### src/rtl/mpf_pkg.sv
package mpf_pkg;

  // Data phase the filter is currently answering
  typedef enum logic [2:0] {
    PH_IDLE = 3'd0,
    PH_FWD  = 3'd1,
    PH_CFG  = 3'd2,
    PH_ERR1 = 3'd3,
    PH_ERR2 = 3'd4
  } phase_e;

  // Strobes from control to the rule datapath
  typedef struct packed {
    logic capture;   // latch the configuration offset
    logic cfgWrite;  // commit hWdata into the addressed register
  } strobe_t;

  localparam int CFG_OFF_W = 6;  // word offset bits of the 256-byte window

endpackage

### src/rtl/mpf_rules.sv
module mpf_rules
  import mpf_pkg::*;
#(
  parameter int              AW        = 32,
  parameter int              DW        = 32,
  parameter int              NREG      = 4,
  parameter logic [AW-1:0]   CFG_BASE  = 32'h4000_0000,
  parameter logic [AW-1:0]   SEC_BASE  = 32'h5000_0000,
  parameter logic [AW-1:0]   SEC_LIMIT = 32'h5000_FFFF
) (
  input  logic          clk,
  input  logic          rstN,
  input  strobe_t       strb,
  input  logic [AW-1:0] hAddr,
  input  logic          hWrite,
  input  logic [DW-1:0] hWdata,
  output logic          regionOk,
  output logic          secureHit,
  output logic          cfgHit,
  output logic [DW-1:0] cfgRdata
);

  localparam int WIN_LSB = CFG_OFF_W + 2;
  localparam logic [CFG_OFF_W-1:0] LOCK_WORD = CFG_OFF_W'(32);

  logic [CFG_OFF_W-1:0] offQ;
  logic                 lockQ;
  logic [AW-1:0]        baseQ  [NREG];
  logic [AW-1:0]        limitQ [NREG];
  logic [NREG-1:0]      rdQ;
  logic [NREG-1:0]      wrQ;
  logic [NREG-1:0]      hitVec;
  logic                 lockWrite;

  assign cfgHit    = (hAddr[AW-1:WIN_LSB] == CFG_BASE[AW-1:WIN_LSB]);
  assign secureHit = (hAddr >= SEC_BASE) && (hAddr <= SEC_LIMIT);
  assign regionOk  = |hitVec;
  assign lockWrite = strb.cfgWrite && !lockQ && (offQ == LOCK_WORD) && hWdata[0];

  always_ff @(posedge clk or negedge rstN) begin
    if (!rstN) begin
      offQ  <= '0;
      lockQ <= 1'b0;
    end else begin
      if (strb.capture) offQ <= hAddr[WIN_LSB-1:2];
      if (lockWrite)    lockQ <= 1'b1;
    end
  end

  for (genvar gi = 0; gi < NREG; gi++) begin : g_region
    logic selThis;
    assign selThis = !offQ[5] && (offQ[4:2] == 3'(gi));
    assign hitVec[gi] = (hAddr >= baseQ[gi]) && (hAddr <= limitQ[gi]) &&
                        (hWrite ? wrQ[gi] : rdQ[gi]);

    always_ff @(posedge clk or negedge rstN) begin
      if (!rstN) begin
        baseQ[gi]  <= '0;
        limitQ[gi] <= '0;
        rdQ[gi]    <= 1'b0;
        wrQ[gi]    <= 1'b0;
      end else if (strb.cfgWrite && !lockQ && selThis) begin
        case (offQ[1:0])
          2'd0: baseQ[gi]  <= hWdata[AW-1:0];
          2'd1: limitQ[gi] <= hWdata[AW-1:0];
          2'd2: begin
            rdQ[gi] <= hWdata[0];
            wrQ[gi] <= hWdata[1];
          end
          default: ;
        endcase
      end
    end
  end

  always_comb begin
    cfgRdata = '0;
    if (offQ == LOCK_WORD) begin
      cfgRdata[0] = lockQ;
    end else begin
      for (int i = 0; i < NREG; i++) begin
        if (!offQ[5] && (offQ[4:2] == 3'(i))) begin
          case (offQ[1:0])
            2'd0:    cfgRdata[AW-1:0] = baseQ[i];
            2'd1:    cfgRdata[AW-1:0] = limitQ[i];
            2'd2:    cfgRdata[1:0]    = {wrQ[i], rdQ[i]};
            default: cfgRdata         = '0;
          endcase
        end
      end
    end
  end

endmodule

### src/rtl/mpf_ctrl.sv
module mpf_ctrl
  import mpf_pkg::*;
#(
  parameter int               MIDW       = 4,
  parameter logic [MIDW-1:0]  TRUSTED_ID = '0
) (
  input  logic            clk,
  input  logic            rstN,
  input  logic            hSel,
  input  logic            hTransSeq,
  input  logic            hWrite,
  input  logic            hReady,
  input  logic [MIDW-1:0] hMaster,
  input  logic            regionOk,
  input  logic            secureHit,
  input  logic            cfgHit,
  input  logic            sReadyOut,
  input  logic            sResp,
  output strobe_t         strb,
  output phase_e          phase,
  output logic            sSel,
  output logic            hReadyOut,
  output logic            hResp
);

  logic   trusted;
  logic   permit;
  logic   accept;
  logic   cfgWrQ;
  phase_e kind;
  phase_e phaseNext;

  assign trusted = (hMaster == TRUSTED_ID);
  assign permit  = trusted || (regionOk && !secureHit);
  assign sSel    = hSel && !cfgHit && permit;
  assign accept  = hSel && hTransSeq && hReady;

  always_comb begin
    if (cfgHit)      kind = trusted ? PH_CFG : PH_ERR1;
    else if (permit) kind = PH_FWD;
    else             kind = PH_ERR1;
  end

  always_comb begin
    phaseNext = phase;
    if (phase == PH_ERR1)  phaseNext = PH_ERR2;
    else if (hReady)       phaseNext = accept ? kind : PH_IDLE;
  end

  always_ff @(posedge clk or negedge rstN) begin
    if (!rstN) begin
      phase  <= PH_IDLE;
      cfgWrQ <= 1'b0;
    end else begin
      phase <= phaseNext;
      if (accept) cfgWrQ <= hWrite;
    end
  end

  assign strb.capture  = accept && cfgHit && trusted;
  assign strb.cfgWrite = (phase == PH_CFG) && cfgWrQ;

  always_comb begin
    case (phase)
      PH_FWD:  begin hReadyOut = sReadyOut; hResp = sResp; end
      PH_ERR1: begin hReadyOut = 1'b0;      hResp = 1'b1;  end
      PH_ERR2: begin hReadyOut = 1'b1;      hResp = 1'b1;  end
      default: begin hReadyOut = 1'b1;      hResp = 1'b0;  end
    endcase
  end

endmodule

### src/rtl/master_perm_filter.sv
module master_perm_filter
  import mpf_pkg::*;
#(
  parameter int               AW         = 32,
  parameter int               DW         = 32,
  parameter int               MIDW       = 4,
  parameter int               NREG       = 4,
  parameter logic [MIDW-1:0]  TRUSTED_ID = '0,
  parameter logic [AW-1:0]    CFG_BASE   = 32'h4000_0000,
  parameter logic [AW-1:0]    SEC_BASE   = 32'h5000_0000,
  parameter logic [AW-1:0]    SEC_LIMIT  = 32'h5000_FFFF
) (
  input  logic            clk,
  input  logic            rstN,
  input  logic            hSel,
  input  logic [AW-1:0]   hAddr,
  input  logic [1:0]      hTrans,
  input  logic            hWrite,
  input  logic [DW-1:0]   hWdata,
  input  logic [MIDW-1:0] hMaster,
  input  logic            hReady,
  output logic            hReadyOut,
  output logic            hResp,
  output logic [DW-1:0]   hRdata,
  output logic            sSel,
  output logic [AW-1:0]   sAddr,
  output logic [1:0]      sTrans,
  output logic            sWrite,
  output logic [DW-1:0]   sWdata,
  input  logic [DW-1:0]   sRdata,
  input  logic            sReadyOut,
  input  logic            sResp
);

  strobe_t       strb;
  phase_e        phase;
  logic          regionOk;
  logic          secureHit;
  logic          cfgHit;
  logic [DW-1:0] cfgRdata;

  mpf_rules #(
    .AW(AW), .DW(DW), .NREG(NREG),
    .CFG_BASE(CFG_BASE), .SEC_BASE(SEC_BASE), .SEC_LIMIT(SEC_LIMIT)
  ) u_rules (
    .clk(clk), .rstN(rstN), .strb(strb),
    .hAddr(hAddr), .hWrite(hWrite), .hWdata(hWdata),
    .regionOk(regionOk), .secureHit(secureHit), .cfgHit(cfgHit),
    .cfgRdata(cfgRdata)
  );

  mpf_ctrl #(
    .MIDW(MIDW), .TRUSTED_ID(TRUSTED_ID)
  ) u_ctrl (
    .clk(clk), .rstN(rstN), .hSel(hSel), .hTransSeq(hTrans[1]),
    .hWrite(hWrite), .hReady(hReady), .hMaster(hMaster),
    .regionOk(regionOk), .secureHit(secureHit), .cfgHit(cfgHit),
    .sReadyOut(sReadyOut), .sResp(sResp),
    .strb(strb), .phase(phase), .sSel(sSel),
    .hReadyOut(hReadyOut), .hResp(hResp)
  );

  assign sAddr  = hAddr;
  assign sWrite = hWrite;
  assign sWdata = hWdata;
  assign sTrans = sSel ? hTrans : 2'b00;

  always_comb begin
    case (phase)
      PH_FWD:  hRdata = sRdata;
      PH_CFG:  hRdata = cfgRdata;
      default: hRdata = '0;
    endcase
  end

endmodule

### config.mk
export PLATFORM = sky130hd
export DESIGN_NAME = master_perm_filter
export DESIGN_NICKNAME = d
export VERILOG_FILES = /design/src/rtl/mpf_pkg.sv /design/src/rtl/mpf_rules.sv /design/src/rtl/mpf_ctrl.sv /design/src/rtl/master_perm_filter.sv
export SDC_FILE = /design/constraint.sdc
export NUM_CORES = 1
export LEC_CHECK = 0
export BUFFER_PORTS_ARGS = -buffer_cell sky130_fd_sc_hd__buf_4
export CORE_UTILIZATION = 41
export DETAILED_ROUTE_END_ITERATION = 8
export PLACE_DENSITY = 0.65
export SYNTH_ARGS = -nofsm -noshare
export SYNTH_HDL_FRONTEND = slang
export SYNTH_SLANG_ARGS = --single-unit
### constraint.sdc
create_clock -name clk -period 6.78 [get_ports clk]
set_input_delay 0.339 -clock clk [delete_from_list [all_inputs] [get_ports clk]]
set_output_delay 0.339 -clock clk [all_outputs]
set_load 0.02 [all_outputs]
==> results.md <==
* Sequential area share after synthesis at 0.350
* Area growth syn-to-layout at 14.3%
* Worst R2R Setup Slack at 3290 ps
* Critical path startpoint: u_rules.limitQ[27]
* Startpoint Class: flip-flop
* Worst hold endpoint: u_rules.baseQ[127]
* DR vias at between 15,000 and 20,000
* WP data required at roughly 6400 ps
* Buf/Inv on CP at 2
* Starting Density at 0.419
* Routed wire per std cell at 22.0 um
* Synth Warn # at 0
* Critical path data arrival time at roughly 4000 ps
* Die Area at 48,800 um^2
* First-pass GRT wire length at around 92,000 um
* Post-route insts no fill at roughly 2,700
* Iteration-0 DRC Markers at between 900 and 1,000
* Total GRT Usage at 0.244
* Post-Syn Instances at 1,949
* Worst-Skew Late Latency at roughly 560 ps
* Top cell family by delay on the critical path: simple AND/OR/NAND/NOR gates
* Max-cap violations at 0
* Final ANT Viol Nets at 0
* Pleak at ~11 nW
* Antenna violations before repair at 1
* Synth Net Count at about 2,300
* Synth Cell Area at between 15,000 and 20,000 um^2
* Layout cells sized above 1 at 0.265
* Max Clock Freq at between 200 and 250 MHz
* Synth Register Bits at 275
* Unrepaired setup endpoints after global routing: no
* Fin. Hold Viols at 0
* Worst-margin pin slew at ~1200 ps
* Syn avg cell area at a little over 10 um^2
* Slew Viols, Final at 0
* Total power draw at ~5.1 mW
* Slowest stage delay, CP at 990 ps
* Cts hold-fix bufs at 2
* CTS resizes at 0
* CP Capture Type: primary output
* TritonCTS Sinks at 275
* Synth unique cells at 57
* Crit-path max FO at 4
* Critical setup path kind: reg2out
* Pre-Repair DR Iteration Count at 5
* CTS Buffer Depth at 3
* Power Dens Cells at about 230 nW/um^2
* RR Endpoint: u_ctrl.phase[1]
* GRT overflow at 0
* Status: complete, no violations
* Final wirelength at 59,700 um
* Number of setup buffers added after CTS at 0
* Min-delay src: hWdata[31]
* Root buffer cell: clkbuf_16
* Port Buffers at 210
* Io pins at about 210
* Core area at approximately 47,000 um^2
* CTS tree: done
* Clock Skew at approximately 22 ps
* HPWL after DPL at roughly 43,000 um
* # diodes at 0
* Htree depth at 2
* Max IR drop VDD at ~160 uV
* Remaining DRCs at 0
* Placed cells at between 2,000 and 3,000
* Largest net degree at the start of global routing at about 130
* Die width at around 220 um
* Crit path cell chain: inv_1, ha_1, nand4_1, nor4_1, o311ai_0, nand3_1, a211oi_1, nor4_2, nor4bb_1, buf_4
* Final Util at 0.479
* Reg-to-Reg Start: u_rules.limitQ[27]
* Hold/Removal Path Class: in2reg
* Die H at about 220 um
* Slowest CP cell: nor4_1
* Post-synth ARST share at 1.00
* Row count at roughly 80
* Most used DFF post-synth: dfrtp_1
* R2R depth at 9
* Hold path depth at 2
* Rel. slew slack at 0.180
* Worst-path clk slew at ~60 ps
* Vias in the first global route at between 15,000 and 20,000
* Final cycle utilization of the critical path at 0.652
* Setup TNS Final at 0 ps
* Final min period at roughly 4400 ps
* Final setup viols at 0
* Nets at 2,445
* Placer Congestion at 0.899
* EDFF count, synth at 0
* Cts bufs inserted at 35
* Via density at ~5.6
-- synth_stat cells, types with 4 or more instances --
cell type / n / area share
mux2i_1: 132 / 0.067
and3_1: 5 / 0.0016
a21o_1: 34 / 0.013
nor2b_1: 9 / 0.0029
mux2_2: 268 / 0.15
nand3_1: 28 / 0.0071
nand2_1: 95 / 0.018
a211oi_1: 16 / 0.0061
clkbuf_1: 29 / 0.0055
o22ai_1: 62 / 0.020
o31ai_1: 5 / 0.0019
nor2_1: 71 / 0.014
o21ai_0: 62 / 0.016
nand2b_1: 7 / 0.0022
inv_1: 255 / 0.049
nor4_1: 11 / 0.0035
ha_1: 256 / 0.16
nand4_1: 49 / 0.016
o21a_1: 5 / 0.0019
buf_1: 22 / 0.0042
o211ai_1: 5 / 0.0019
nor3_1: 11 / 0.0028
buf_2: 14 / 0.0036
a21boi_0: 4 / 0.0015
a221oi_1: 5 / 0.0022
a21oi_1: 97 / 0.025
dfrtp_1: 275 / 0.35
buf_4: 65 / 0.025
-- cell usage in the layout (no fill, tap or decap), types with 7 or more instances in the layout --
cell and count:
inv_1 255, nand3_1 28, a21oi_1 97, o22ai_1 62, o21ai_0 62, a211oi_1 16
nor2_1 71, mux2i_1 132, nor4_1 11, nand2_1 87, ha_1 256, nand4_1 49
nand2b_1 7, clkbuf_1 9, nand2_2 8, dfrtp_1 274, mux2_2 268, buf_4 221
a21o_1 34, nor2b_1 9, nor3_1 10, clkbuf_16 36
-- power breakdown --
| part | internal, mW | total (mW) | switching, mW |
|---|---|---|---|
| Clock | 1.04 | 1.80 | 0.754 |
| Combinational | 0.583 | 1.32 | 0.739 |
| Sequential | 1.81 | 1.96 | 0.142 |
-- logic make-up after synthesis --
| family | share of synthesized area |
|---|---|
| adders and majority gates | 0.163 |
| and+or+nand+nor | 0.0748 |
| DFF | 0.350 |
| AOI/OAI and AO/OA | 0.103 |
| muxes | 0.222 |
| buffers and inverters | 0.0868 |
-- worst max-delay path by stage --
stage	end	slack, ps	depth (start not counted)
floorplan	sTrans[0]	3740	9
global placement	sTrans[0]	2950	11
detailed placement	sTrans[0]	2850	11
CTS	sTrans[0]	2390	11
global route	sTrans[0]	2120	11
finish	sTrans[0]	2360	10
-- per-layer routing --
metal	up-vias	global-route usage	part of all wire
met1	7624	0.338	0.47
met2	388	0.401	0.47
li1	7162	-	-
met3	74	0.0303	0.044
met5	-	0	0
met4	0	0.0690	0.022
-- worst reg2reg max path, cell delays in order (launching register included) --
cell and delay, ps:
dfrtp_1 390, inv_1 60, ha_1 310, nand4_1 220, nor4_1 990, o311ai_0 390
nand3_1 190, a211oi_1 100, nor4_2 560, o21a_1 220
-- sequential cells by signal, summed over array words and instances (netlist names) --
register and count:
u_rules.lockQ 1, u_rules.offQ 6, u_rules.rdQ 4, u_rules.limitQ 128
u_rules.wrQ 4, u_rules.baseQ 128, u_ctrl.cfgWrQ 1, u_ctrl.phase 3
-- metrics by stage --
step / hold slack [ps] / area, um^2 / setup WS (ps)
after global placement: 473 / 21400 / 2950
after global routing: 81.3 / 22500 / 2120
final: 88.8 / 22500 / 2360
after floorplan: 43.4 / 19700 / 3740
after CTS: 50.6 / 22500 / 2390
after detailed placement: 490 / 21400 / 2850
-- cell type report --
cell class	instances	area (um^2)
sequential	275	6890
inverter	255	957
multi-input combinational	1289	11100
timing repair buffer	224	1690
clock buffer	51	1020
clock inverter	10	70.1
tap	607	759
fill	4297	24500
Note: power is estimated with default switching activity, not from simulation.
